==> src/rtl/sem_lock_unit.sv <==
module sem_lock_unit #(
  parameter int NPORT = 4,
  parameter int AW    = 4
) (
  input  logic               clk,
  input  logic               rst,
  input  logic [NPORT-1:0]   req,
  input  logic [NPORT-1:0]   lock,
  input  logic [2*NPORT-1:0] op,
  input  logic [AW*NPORT-1:0] addr,
  input  logic [NPORT-1:0]   wdata,
  output logic [NPORT-1:0]   gnt,
  output logic [NPORT-1:0]   done,
  output logic [NPORT-1:0]   rdata
);
  localparam int DEPTH = 1 << AW;
  localparam int IW    = (NPORT > 1) ? $clog2(NPORT) : 1;

  logic [DEPTH-1:0] sem;
  logic             busy, second;
  logic [IW-1:0]    owner;
  logic             held_val;
  logic [AW-1:0]    held_addr;
  logic [IW-1:0]    winner;
  logic             any_req;

  wire [1:0]    cur_op   = op[2*owner +: 2];
  wire [AW-1:0] cur_addr = addr[AW*owner +: AW];
  wire          cur_req  = req[owner];
  wire          cur_lock = lock[owner];
  wire          is_tas   = cur_op == 2'b10;
  wire          is_wr    = cur_op == 2'b01;
  wire          finish   = busy & (second | (cur_req & ~is_tas));
  wire          out_val  = second ? held_val : sem[cur_addr];

  always_comb begin
    winner  = '0;
    any_req = 1'b0;
    for (int i = NPORT - 1; i >= 0; i--)
      if (req[i]) begin
        winner  = IW'(i);
        any_req = 1'b1;
      end
  end

  for (genvar g = 0; g < NPORT; g++) begin : g_port
    assign gnt[g]   = busy && (owner == IW'(g));
    assign done[g]  = gnt[g] & finish;
    assign rdata[g] = done[g] & out_val;
  end

  always_ff @(posedge clk) begin
    if (rst) begin
      sem       <= '0;
      busy      <= 1'b0;
      second    <= 1'b0;
      owner     <= '0;
      held_val  <= 1'b0;
      held_addr <= '0;
    end else if (!busy) begin
      if (any_req) begin
        busy   <= 1'b1;
        owner  <= winner;
        second <= 1'b0;
      end
    end else if (second) begin
      sem[held_addr] <= 1'b1;
      second         <= 1'b0;
      if (!cur_lock) busy <= 1'b0;
    end else if (cur_req && is_tas) begin
      held_val  <= sem[cur_addr];
      held_addr <= cur_addr;
      second    <= 1'b1;
    end else begin
      if (cur_req && is_wr) sem[cur_addr] <= wdata[owner];
      if (!cur_lock) busy <= 1'b0;
    end
  end

  assert_single_grant_R3: assert property (@(posedge clk) disable iff (rst)
    $onehot0(gnt));

  assert_new_grant_priority_R2: assert property (@(posedge clk) disable iff (rst)
    (gnt != '0 && $past(gnt) == '0) |->
      ((gnt & $past(req)) == gnt) && (($past(req) & (gnt - 1'b1)) == '0));

  assert_lock_keeps_grant_R7: assert property (@(posedge clk) disable iff (rst)
    (gnt & lock) != '0 |=> gnt == $past(gnt));

  assert_unlocked_release_R8: assert property (@(posedge clk) disable iff (rst)
    (done & ~lock) != '0 |=> gnt == '0);

  assert_tas_leaves_one_R6: assert property (@(posedge clk) disable iff (rst)
    (busy && second) |=> sem[$past(held_addr)]);
endmodule

==> config.mk <==
export PLATFORM = sky130hd
export DESIGN_NAME = sem_lock_unit
export DESIGN_NICKNAME = d
export VERILOG_FILES = /design/src/rtl/sem_lock_unit.sv
export SDC_FILE = /design/constraint.sdc
export NUM_CORES = 1
export LEC_CHECK = 0
export BUFFER_PORTS_ARGS = -buffer_cell sky130_fd_sc_hd__buf_2
export CORE_UTILIZATION = 57
export CTS_CLUSTER_DIAMETER = 80
export CTS_CLUSTER_SIZE = 40
export DETAILED_ROUTE_END_ITERATION = 6
export HOLD_SLACK_MARGIN = 0.1
export PLACE_DENSITY = 0.93
export SLEW_MARGIN = 10
export SYNTH_ARGS = -nofsm -noshare
export SYNTH_HDL_FRONTEND = slang
export SYNTH_SLANG_ARGS = --single-unit
==> constraint.sdc <==
create_clock -name clk -period 8.56 [get_ports clk]
set_clock_uncertainty 0.15 [all_clocks]
set_input_delay 1.284 -clock clk [delete_from_list [all_inputs] [get_ports clk]]
set_output_delay 1.284 -clock clk [all_outputs]
set_load 0.1 [all_outputs]
-- After elaboration in Yosys (flattened, before gate mapping)
Index checks and enable logic that the tools add are counted.
- word-level logic and storage cells: 82
- output and inout port bits: 12
- ROM bits: 0
- RAM bits: 0
- bits of input ports: 38
- latch bits: 0
- memories: 0
- flip-flop bits (word level): 25
- bitwise logic cells: 15
- shifts and indexed selects: 2
- multipliers: 0
- order comparisons: 5
- div/mod/pow operators: 0
- multiplexer cells: 34
- reduce and logical (&&, ||, !) cells: 14
- eq/ne operators: 6
- $add $sub $neg: 0
- operators by type and width (cell ; number):
    $mux W16 ; 3
    $mux W1 ; 20
    $bwmux W16 ; 1
    $or A16 B16 Y16 ; 1
    $shiftx A16 B5 Y4 ; 1
    $and A1 B1 Y1 ; 10
    $lt A4 B5 Y1 const B ; 2
    $demux W1 S4 ; 2
    $ge A4 B1 Y1 const B ; 2
    $logic_and A1 B1 Y1 ; 8
    $mux W2 ; 4
    $shiftx A8 B4 Y2 ; 1
    $bmux W1 S2 ; 3
    $eq A2 B2 Y1 const B ; 3
    $reduce_and A3 Y1 ; 2
    $bmux W1 S4 ; 1
    $eq A2 B1 Y1 const B ; 2
    $reduce_bool A2 Y1 ; 2
    $lt A2 B3 Y1 const B ; 1
    $not A1 Y1 ; 3
    $logic_not A2 Y1 ; 1
    $ne A2 B2 Y1 const B ; 1
    $reduce_and A2 Y1 ; 1
    $or A1 B1 Y1 ; 1

-- Longest topological paths before layout
Gate-level depths: netlist (run 1).
- word-level depth: 9
- depth in mapped cells: 8
- depth with buffers taken out: 5

-- Worst setup path after synthesis (run 1)
No wires, ideal clock.
- path kind: reg2out
- start: reg owner[1]
- end: out rdata[0]
- buffers on the path: 2
- setup slack: 1.177 ns
- data required time: 7.126 ns
- data arrival time: 5.949 ns
- stages on the path, launching flop included: 6
- path through: dfxtp_1 > clkbuf_1 > clkbuf_1 > nor3b_1 > nor2b_1 > nor2b_1
- elaborated cells between the ends (all ways): 16
- classes of those cells: eq/ne: 1; shift: 2; mux: 5; bitwise: 6; reduce/logical: 2
- RTL lines (what ; RTL line ; RTL):
    from (decl) ; 21 ; logic [IW-1:0] owner;
    from (signal assigned) ; 63 ; owner <= winner;
    $logic_not A2 Y1 ; 47 ; assign gnt[g] = busy && (owner == IW'(g));
    $logic_and A1 B1 Y1 ; 47 ;
    named net gnt[0] ; 12 ; output logic [NPORT-1:0] gnt,
    $and A1 B1 Y1 ; 48 ; assign done[g] = gnt[g] & finish;
    named net done[0] ; 13 ; output logic [NPORT-1:0] done,
    $and A1 B1 Y1 ; 49 ; assign rdata[g] = done[g] & out_val;
    to (decl) ; 14 ; output logic [NPORT-1:0] rdata
The timed path passes the listed nets, and every way through them passes these cells. The select of a mux whose other input is x is not followed.

-- Final worst setup path (run 1)
- start: in addr[12]
- end: out rdata[2]
- word-level cells in the longest chain between the ends: 5
- ends and longest elaborated chain (what ; RTL line ; RTL):
    from (decl) ; 10 ; input logic [AW*NPORT-1:0] addr,
    $shiftx A16 B5 Y4 ; 28 ; wire [AW-1:0] cur_addr = addr[AW*owner +: AW];
    $bmux W1 S4 ; 34 ; wire out_val = second ? held_val : sem[cur_addr];
    $mux W1 (not written as such) ; 34 ;
    $mux W1 ; 34 ;
    $and A1 B1 Y1 ; 49 ;
Every way passes these cells. The select of a mux whose other input is x is not followed.

==> reports/summary.json, run 1 <==
{
  "final_layout": {
    "finalNetCount": 296,
    "finish.instance_area_um2": 2140,
    "fillerInstances": 244,
    "relative_area_change_from_synthesis_to_final_layout_pct": 11.8,
    "post_route_cells_drive_above_1_share_pct": 25.3,
    "antenna_cells": 0
  },
  "setup_path": {
    "worstSetupPathType": "primary input to primary output",
    "regToRegStartpoint": "second",
    "crit_path_start": "addr[12]",
    "timing.critical_path.fanout_max": 13,
    "crit_chain": "buf_2, mux4_2, mux2_1, mux4_2, a222oi_1, nor2b_1, buf_2",
    "critical-path-max-stage-delay_ns": 0.63,
    "timing.critical_path.arrival_ns": 3.88,
    "family_of_cells_with_the_greatest_summed_delay_on_the_critical_path": "multiplexers",
    "slowest_stage": "sky130_fd_sc_hd__mux4_2",
    "cp_num_buf_inv": 2,
    "crit_path_start_kind": "primary input",
    "cp.required_ns": 7.13,
    "crit_path_end_kind": "primary output"
  },
  "timing": {
    "tmin_final_ns": 5.31,
    "slew-limit-headroom_pct": 15.5,
    "setup_tns_ns": 0,
    "report.final.setup_viol": 0,
    "grt_setup_unrepaired": "false",
    "timing.final.crit_share_pct": 62.1,
    "achievable-frequency_mhz": 188,
    "hold_violations": 0,
    "worst-slew-pin-transition_ns": 1.26,
    "maxSlewViolCount": 0
  },
  "power_and_ir_drop": {
    "p_sw_mw": 0.107,
    "power_switching_share_pct": 38.7,
    "share_clk_of_total_power_pct": 20.3,
    "standby_leakage_power_nw": 0.821,
    "p_per_area_nw_per_um2": 130,
    "maximum_vdd_ir_drop_uv": 77.8,
    "power.share.sequential_pct": 46.3,
    "intPower_mw": 0.170,
    "share_comb_of_total_power_pct": 33.3
  },
  "run_status": {
    "status": "finished clean"
  },
  "cts": {
    "cts_htree_levels": 1,
    "post_cts_hold_buffer_count": 0,
    "cts_buffers": 3,
    "tritoncts_clock_tree": "built",
    "gates_resized_cts_repair": 0,
    "max-clock-path-buffers": 2,
    "cts.sinks": 25,
    "cts_root_buffer": "sky130_fd_sc_hd__clkbuf_4",
    "clk_latency_ns": 0.34,
    "post_cts_buffers": 0,
    "worst_setup_hold_path_clk_slew_ns": 0.15
  },
  "global_route": {
    "grt_first_pass_wirelength_um": 8070,
    "globalRouteTotalUtil_pct": 29.9,
    "grt.overflow.total": 0,
    "antenna_found_initial": 0,
    "first_global_vias": 1749,
    "grt_max_degree": 36
  },
  "synth": {
    "synth_top_cell_area_share_pct": 26.1,
    "synth.net_count": 266,
    "dominant_combinational_cell_family_by_area_after_synthesis": "compound AO/OA/AOI/OAI gates",
    "synth_xor_area_share_pct": 0,
    "synthesis.area_per_instance_um2": 8.40,
    "synth_largest_area_cell": "sky130_fd_sc_hd__dfxtp_1",
    "post_synthesis_sequential_element_count": 25,
    "yosys.area_share.adder_pct": 0,
    "synthesized_area_um2": 1910,
    "yosys_warnings": 0,
    "post_synth_mux_area_share_pct": 21.7,
    "synth.yosys.seq_area_share_pct": 26.1,
    "synth_compound_area_share_pct": 25.9,
    "postSynthCellCount": 228,
    "synth.top_cells.by_area": "sky130_fd_sc_hd__dfxtp_1 (26%), sky130_fd_sc_hd__mux4_1 (8.2%), sky130_fd_sc_hd__a21oi_1 (6.5%), sky130_fd_sc_hd__a211oi_1 (6.3%), sky130_fd_sc_hd__mux4_2 (5.9%)",
    "synth_simple_gate_area_share_pct": 20.0,
    "number_of_unique_standard_cell_types_used_by_synthesis": 37
  },
  "die": {
    "io_pins": 50,
    "core.rowCount": 20,
    "core_um2": 3130,
    "fp.dieArea_um2": 3590,
    "floorplan.initialDensity_pct": 61.2,
    "die_x_um": 60.0,
    "die_height_um": 60.0
  },
  "drt": {
    "routed_wire_length_um": 4890,
    "ant_nets": 0,
    "routedWlPerCell_um": 16.3,
    "drt-pass1-iter-count": 5,
    "via_per_instance_ratio": 6.63,
    "drcViolationCount": 0,
    "via_count": 1996,
    "detail_route.iter0.violations": 131
  },
  "hold_path": {
    "hold_class": "flip-flop to flip-flop",
    "hold_path.startpoint": "sem[5]"
  },
  "placed_design": {
    "finalWeightedCongestion": 0.919,
    "placement.cell_area_um2": 2110,
    "hpwl_um": 3430,
    "buffer_ports.inserted": 49
  },
  "job": {
    "cap_violations": 0
  }
}
-- state kept, by name, indices dropped and copies added (netlist names) --
| signal | count |
|---|---|
| busy | 1 |
| held_addr | 4 |
| held_val | 1 |
| owner | 2 |
| second | 1 |
| sem | 16 |
-- path summary, 6_finish.rpt --
kind              end  slack, ns  cells after the start
max          rdata[2]       3.25                      7
max reg2reg   sem[15]       5.12                      4
min reg2reg    sem[5]       0.39                      2
min            sem[5]       0.39                      2
-- per-layer routing --
| layer | wire (um) | up-vias | track usage, % |
|---|---|---|---|
| li1 | - | 937 | - |
| met1 | 2090 | 922 | 43.8 |
| met2 | 2250 | 128 | 45.1 |
| met3 | 477 | 9 | 2.81 |
| met4 | 76 | 0 | 12.3 |
| met5 | 0 | - | 0 |
-- metrics by stage --
stage / hold WS [ns] / setup WS, ns / std cells / util (%) / power [mW]
final: 0.389 / 3.25 / 301 / 68.4 / 0.278
after CTS: 0.385 / 3.26 / 301 / 68.4 / 0.276
after global placement: 0.357 / 3.35 / 297 / 67.6 / 0.220
after detailed placement: 0.365 / 3.27 / 297 / 67.6 / 0.222
after floorplan: 0.334 / 1.18 / 228 / - / 0.203
after global routing: 0.404 / 3.13 / 301 / 68.4 / 0.292
-- power by group through the flow --
stage                     combinational (mW)  sequential, mW  clock, mW
final                                 0.0925           0.129     0.0565
after global routing                  0.0991           0.130     0.0630
after CTS                             0.0910           0.128     0.0568
after detailed placement              0.0906           0.131          0
after global placement                0.0891           0.131          0
after floorplan                       0.0793           0.124          0
-- layout by cell type, fill, tap and decap left out, types with 6 or more instances in the layout --
cell type                  instances
sky130_fd_sc_hd__buf_2            49
sky130_fd_sc_hd__a21oi_1          25
sky130_fd_sc_hd__dfxtp_1          25
sky130_fd_sc_hd__nor2_1           17
sky130_fd_sc_hd__nand2_1          16
sky130_fd_sc_hd__a211oi_1         16
sky130_fd_sc_hd__o31ai_1          15
sky130_fd_sc_hd__nand3_1          10
sky130_fd_sc_hd__nor2b_1           9
sky130_fd_sc_hd__o21ai_0           9
sky130_fd_sc_hd__mux4_1            6
sky130_fd_sc_hd__mux2_1            6
sky130_fd_sc_hd__o41ai_1           6
sky130_fd_sc_hd__nand4_1           6
-- Yosys cell counts, drive strengths merged --
library cell	number
a211oi	16
a21boi	1
a21oi	25
a222oi	1
a31o	1
and2	1
and3	1
and4	1
buf	5
clkbuf	20
dfxtp	25
inv	3
mux2	9
mux2i	4
mux4	11
nand2	16
nand2b	4
nand3	10
nand3b	1
nand4	6
nor2	17
nor2b	9
nor3	4
nor3b	1
nor4b	1
o21ai	9
o21bai	1
o22ai	1
o31ai	15
o41ai	6
or2	2
or3	1
-- layout make-up --
| type | count | area (um2) | share of cell area, % |
|---|---|---|---|
| inverter | 3 | 11.3 | 0.526 |
| tap | 44 | 55.1 | 2.57 |
| clock inverter | 1 | 5.00 | 0.234 |
| sequential | 25 | 500 | 23.4 |
| clock buffer | 3 | 22.5 | 1.05 |
| timing repair buffer | 50 | 253 | 11.8 |
| multi-input combinational | 175 | 1290 | 60.4 |
-- cells by family after synthesis --
| family | after synthesis |
|---|---|
| buf+inv | 28 |
| compound gates | 76 |
| simple gates | 75 |
| flops | 25 |
| mux | 24 |
-- worst register-to-register path: cells and delay by family (launching register included) --
kind	cells	cell delay, ns
buffers and inverters	1	0.61
AOI/OAI and AO/OA	3	1.56
DFF	1	1.05
(Power assumes the default switching activity.)
==> run 2, diff against run 1 <==
--- a/config.mk
+++ b/config.mk
@@ -6,12 +6,12 @@
 export NUM_CORES = 1
 export LEC_CHECK = 0
 export BUFFER_PORTS_ARGS = -buffer_cell sky130_fd_sc_hd__buf_2
-export CORE_UTILIZATION = 57
+export CORE_UTILIZATION = 53
 export CTS_CLUSTER_DIAMETER = 80
 export CTS_CLUSTER_SIZE = 40
 export DETAILED_ROUTE_END_ITERATION = 6
 export HOLD_SLACK_MARGIN = 0.1
-export PLACE_DENSITY = 0.93
+export PLACE_DENSITY = 0.88
 export SLEW_MARGIN = 10
 export SYNTH_ARGS = -nofsm -noshare
 export SYNTH_HDL_FRONTEND = slang
==> constraint.sdc (replaced) <==
create_clock -name clk -period 5.25 [get_ports clk]
set_clock_uncertainty 0.15 [all_clocks]
set_input_delay 0.7875 -clock clk [delete_from_list [all_inputs] [get_ports clk]]
set_output_delay 0.7875 -clock clk [all_outputs]
set_load 0.1 [all_outputs]
==> run 2 against run 1 <==
  * Routed wire length decreased by 1.5%
  * Non-clock buffer count increased by 4
  * Sequential cell count unchanged
  * Critical path type is now flip-flop to primary output
  * Critical endpoint is now rdata[3]
  * Largest cell class unchanged
  * Largest power group unchanged
==> reports/summary.json, run 2 (synthesized netlist as in run 1, its figures left out) <==
{
  "run_status": {
    "status": "finished clean"
  },
  "power_and_ir_drop": {
    "standby_leakage_power_nw": 0.846,
    "power_mw": 0.455,
    "p_per_area_nw_per_um2": 208,
    "maximum_vdd_ir_drop_uv": 144
  },
  "setup_path": {
    "timing.critical_path.arrival_ns": 3.47,
    "regToRegStartpoint": "owner[0]",
    "critical_path.reg2reg.endpoint": "sem[2]",
    "worstSetupPathType": "flip-flop to primary output",
    "timing.critical_path.fanout_max": 13,
    "r2r_cells": 6,
    "crit_path_end_kind": "primary output",
    "crit_path_start": "owner[0]",
    "cp.required_ns": 4.31,
    "crit_path_start_kind": "flip-flop",
    "rrSetupSlack_ns": 1.94
  },
  "cts": {
    "cts.sinks": 25,
    "clk_latency_ns": 0.33,
    "tritoncts_clock_tree": "built",
    "worst_setup_hold_path_clk_slew_ns": 0.15,
    "cts_root_buffer": "sky130_fd_sc_hd__clkbuf_4",
    "cts_htree_levels": 1,
    "post_cts_buffers": 0,
    "gates_resized_cts_repair": 0,
    "cts_buffers": 3,
    "post_cts_hold_buffer_count": 0,
    "max-clock-path-buffers": 2
  },
  "drt": {
    "routed-wl-met3_um": 434,
    "ant_nets": 0,
    "routedWlPerCell_um": 15.7,
    "via_per_instance_ratio": 6.31,
    "detail_route.iter0.violations": 170,
    "route.top_layer_used": "met4",
    "routed_wire_length_um": 4820,
    "drt-met1-wl_um": 2060,
    "via_count": 1936,
    "drcViolationCount": 0,
    "wl_met2_um": 2220,
    "drt-pass1-iter-count": 4
  },
  "final_layout": {
    "largest-register": "sem",
    "final_core_util_pct": 64.6,
    "antenna_cells": 0,
    "largestRegisters": "sem: 16 flops, held_addr: 4 flops, owner: 2 flops",
    "finalNetCount": 300,
    "layout.area.seq_um2": 500,
    "fillerInstances": 276,
    "multi_input_comb_area_um2": 1310,
    "largest_reg_flops": 16,
    "relative_area_change_from_synthesis_to_final_layout_pct": 14.3,
    "layout_common_cells": "sky130_fd_sc_hd__buf_2 (49), sky130_fd_sc_hd__a21oi_1 (25), sky130_fd_sc_hd__dfxtp_1 (25), sky130_fd_sc_hd__nor2_1 (17)",
    "layout.cells.most_common": "sky130_fd_sc_hd__buf_2",
    "post_route_cells_drive_above_1_share_pct": 27.6
  },
  "hold_path": {
    "hold_class": "flip-flop to flip-flop",
    "hold_depth": 2,
    "hold_path.startpoint": "sem[1]",
    "min_to": "sem[1]"
  },
  "placed_design": {
    "buffer_ports.inserted": 49,
    "hpwl_um": 3430,
    "dp_worst_setup_slack_ns": 0.983,
    "finalWeightedCongestion": 0.845
  },
  "global_route": {
    "globalRouteTotalUtil_pct": 25.6,
    "grt_max_degree": 36,
    "antenna_found_initial": 0,
    "grt_first_pass_wirelength_um": 8050,
    "grt.overflow.total": 0,
    "first_global_vias": 1778
  },
  "die": {
    "io_pins": 50,
    "floorplan.initialDensity_pct": 56.5,
    "core.rowCount": 21,
    "fp.dieArea_um2": 3860,
    "die_height_um": 62.1,
    "core_um2": 3390,
    "die_x_um": 62.1
  },
  "timing": {
    "tmin_final_ns": 4.41,
    "setup_ws_ns": 0.843,
    "hold_violations": 0,
    "slew-limit-headroom_pct": 19.7,
    "setup_tns_ns": 0,
    "timing.final.crit_share_pct": 83.9,
    "grt_setup_unrepaired": "false",
    "worst-slew-pin-transition_ns": 1.20,
    "report.final.setup_viol": 0,
    "achievable-frequency_mhz": 227,
    "maxSlewViolCount": 0
  },
  "job": {
    "cap_violations": 0
  }
}
-- run 2: cell count changes in the layout (fill, tap and decap cells not counted) --
cell                      before  now
sky130_fd_sc_hd__nor3_1        4    2
sky130_fd_sc_hd__nor3b_1       1    0
sky130_fd_sc_hd__nor3b_2       0    1
sky130_fd_sc_hd__buf_4         1    5
sky130_fd_sc_hd__nor3_2        0    2
-- run 2: worst max-delay path by stage --
stage                           to  depth (start not counted)
after floorplan           rdata[0]                          5
after global placement    rdata[3]                          7
after detailed placement  rdata[3]                          7
after CTS                 rdata[3]                          6
after global routing      rdata[3]                          6
final                     rdata[3]                          6
-- run 2: critical path: stages, from the launching register on --
cell and delay, ns:
sky130_fd_sc_hd__dfxtp_1 0.60, sky130_fd_sc_hd__mux4_2 0.73, sky130_fd_sc_hd__mux2_1 0.37, sky130_fd_sc_hd__mux4_2 0.47
sky130_fd_sc_hd__a222oi_1 0.55, sky130_fd_sc_hd__nor3_1 0.10, sky130_fd_sc_hd__buf_2 0.32
-- run 2: where the power goes --
| group | internal [mW] | switching [mW] |
|---|---|---|
| Sequential | 0.195 | 0.0113 |
| Clock | 0.0286 | 0.0613 |
| Combinational | 0.0570 | 0.102 |
-- run 2: routing by layer --
metal	GRT usage, %	vias to the layer above
met4	11.0	0
met5	0	-
li1	-	941
met3	2.57	10
met2	40.5	113
met1	35.5	872
-- run 2: area by class of cell --
cell class | count | share of cell area (%)
multi-input combinational | 175 | 59.8
sequential | 25 | 22.9
timing repair buffer | 54 | 12.9
tap | 46 | 2.63
clock buffer | 3 | 1.03
inverter | 3 | 0.515
clock inverter | 1 | 0.229
-- run 2: metrics by stage --
stage	std cells	instance area [um2]	hold WS, ns
floorplan	228	1930	0.334
global placement	303	2160	0.356
detailed placement	303	2160	0.370
CTS	307	2190	0.391
global route	307	2190	0.421
finish	307	2190	0.396
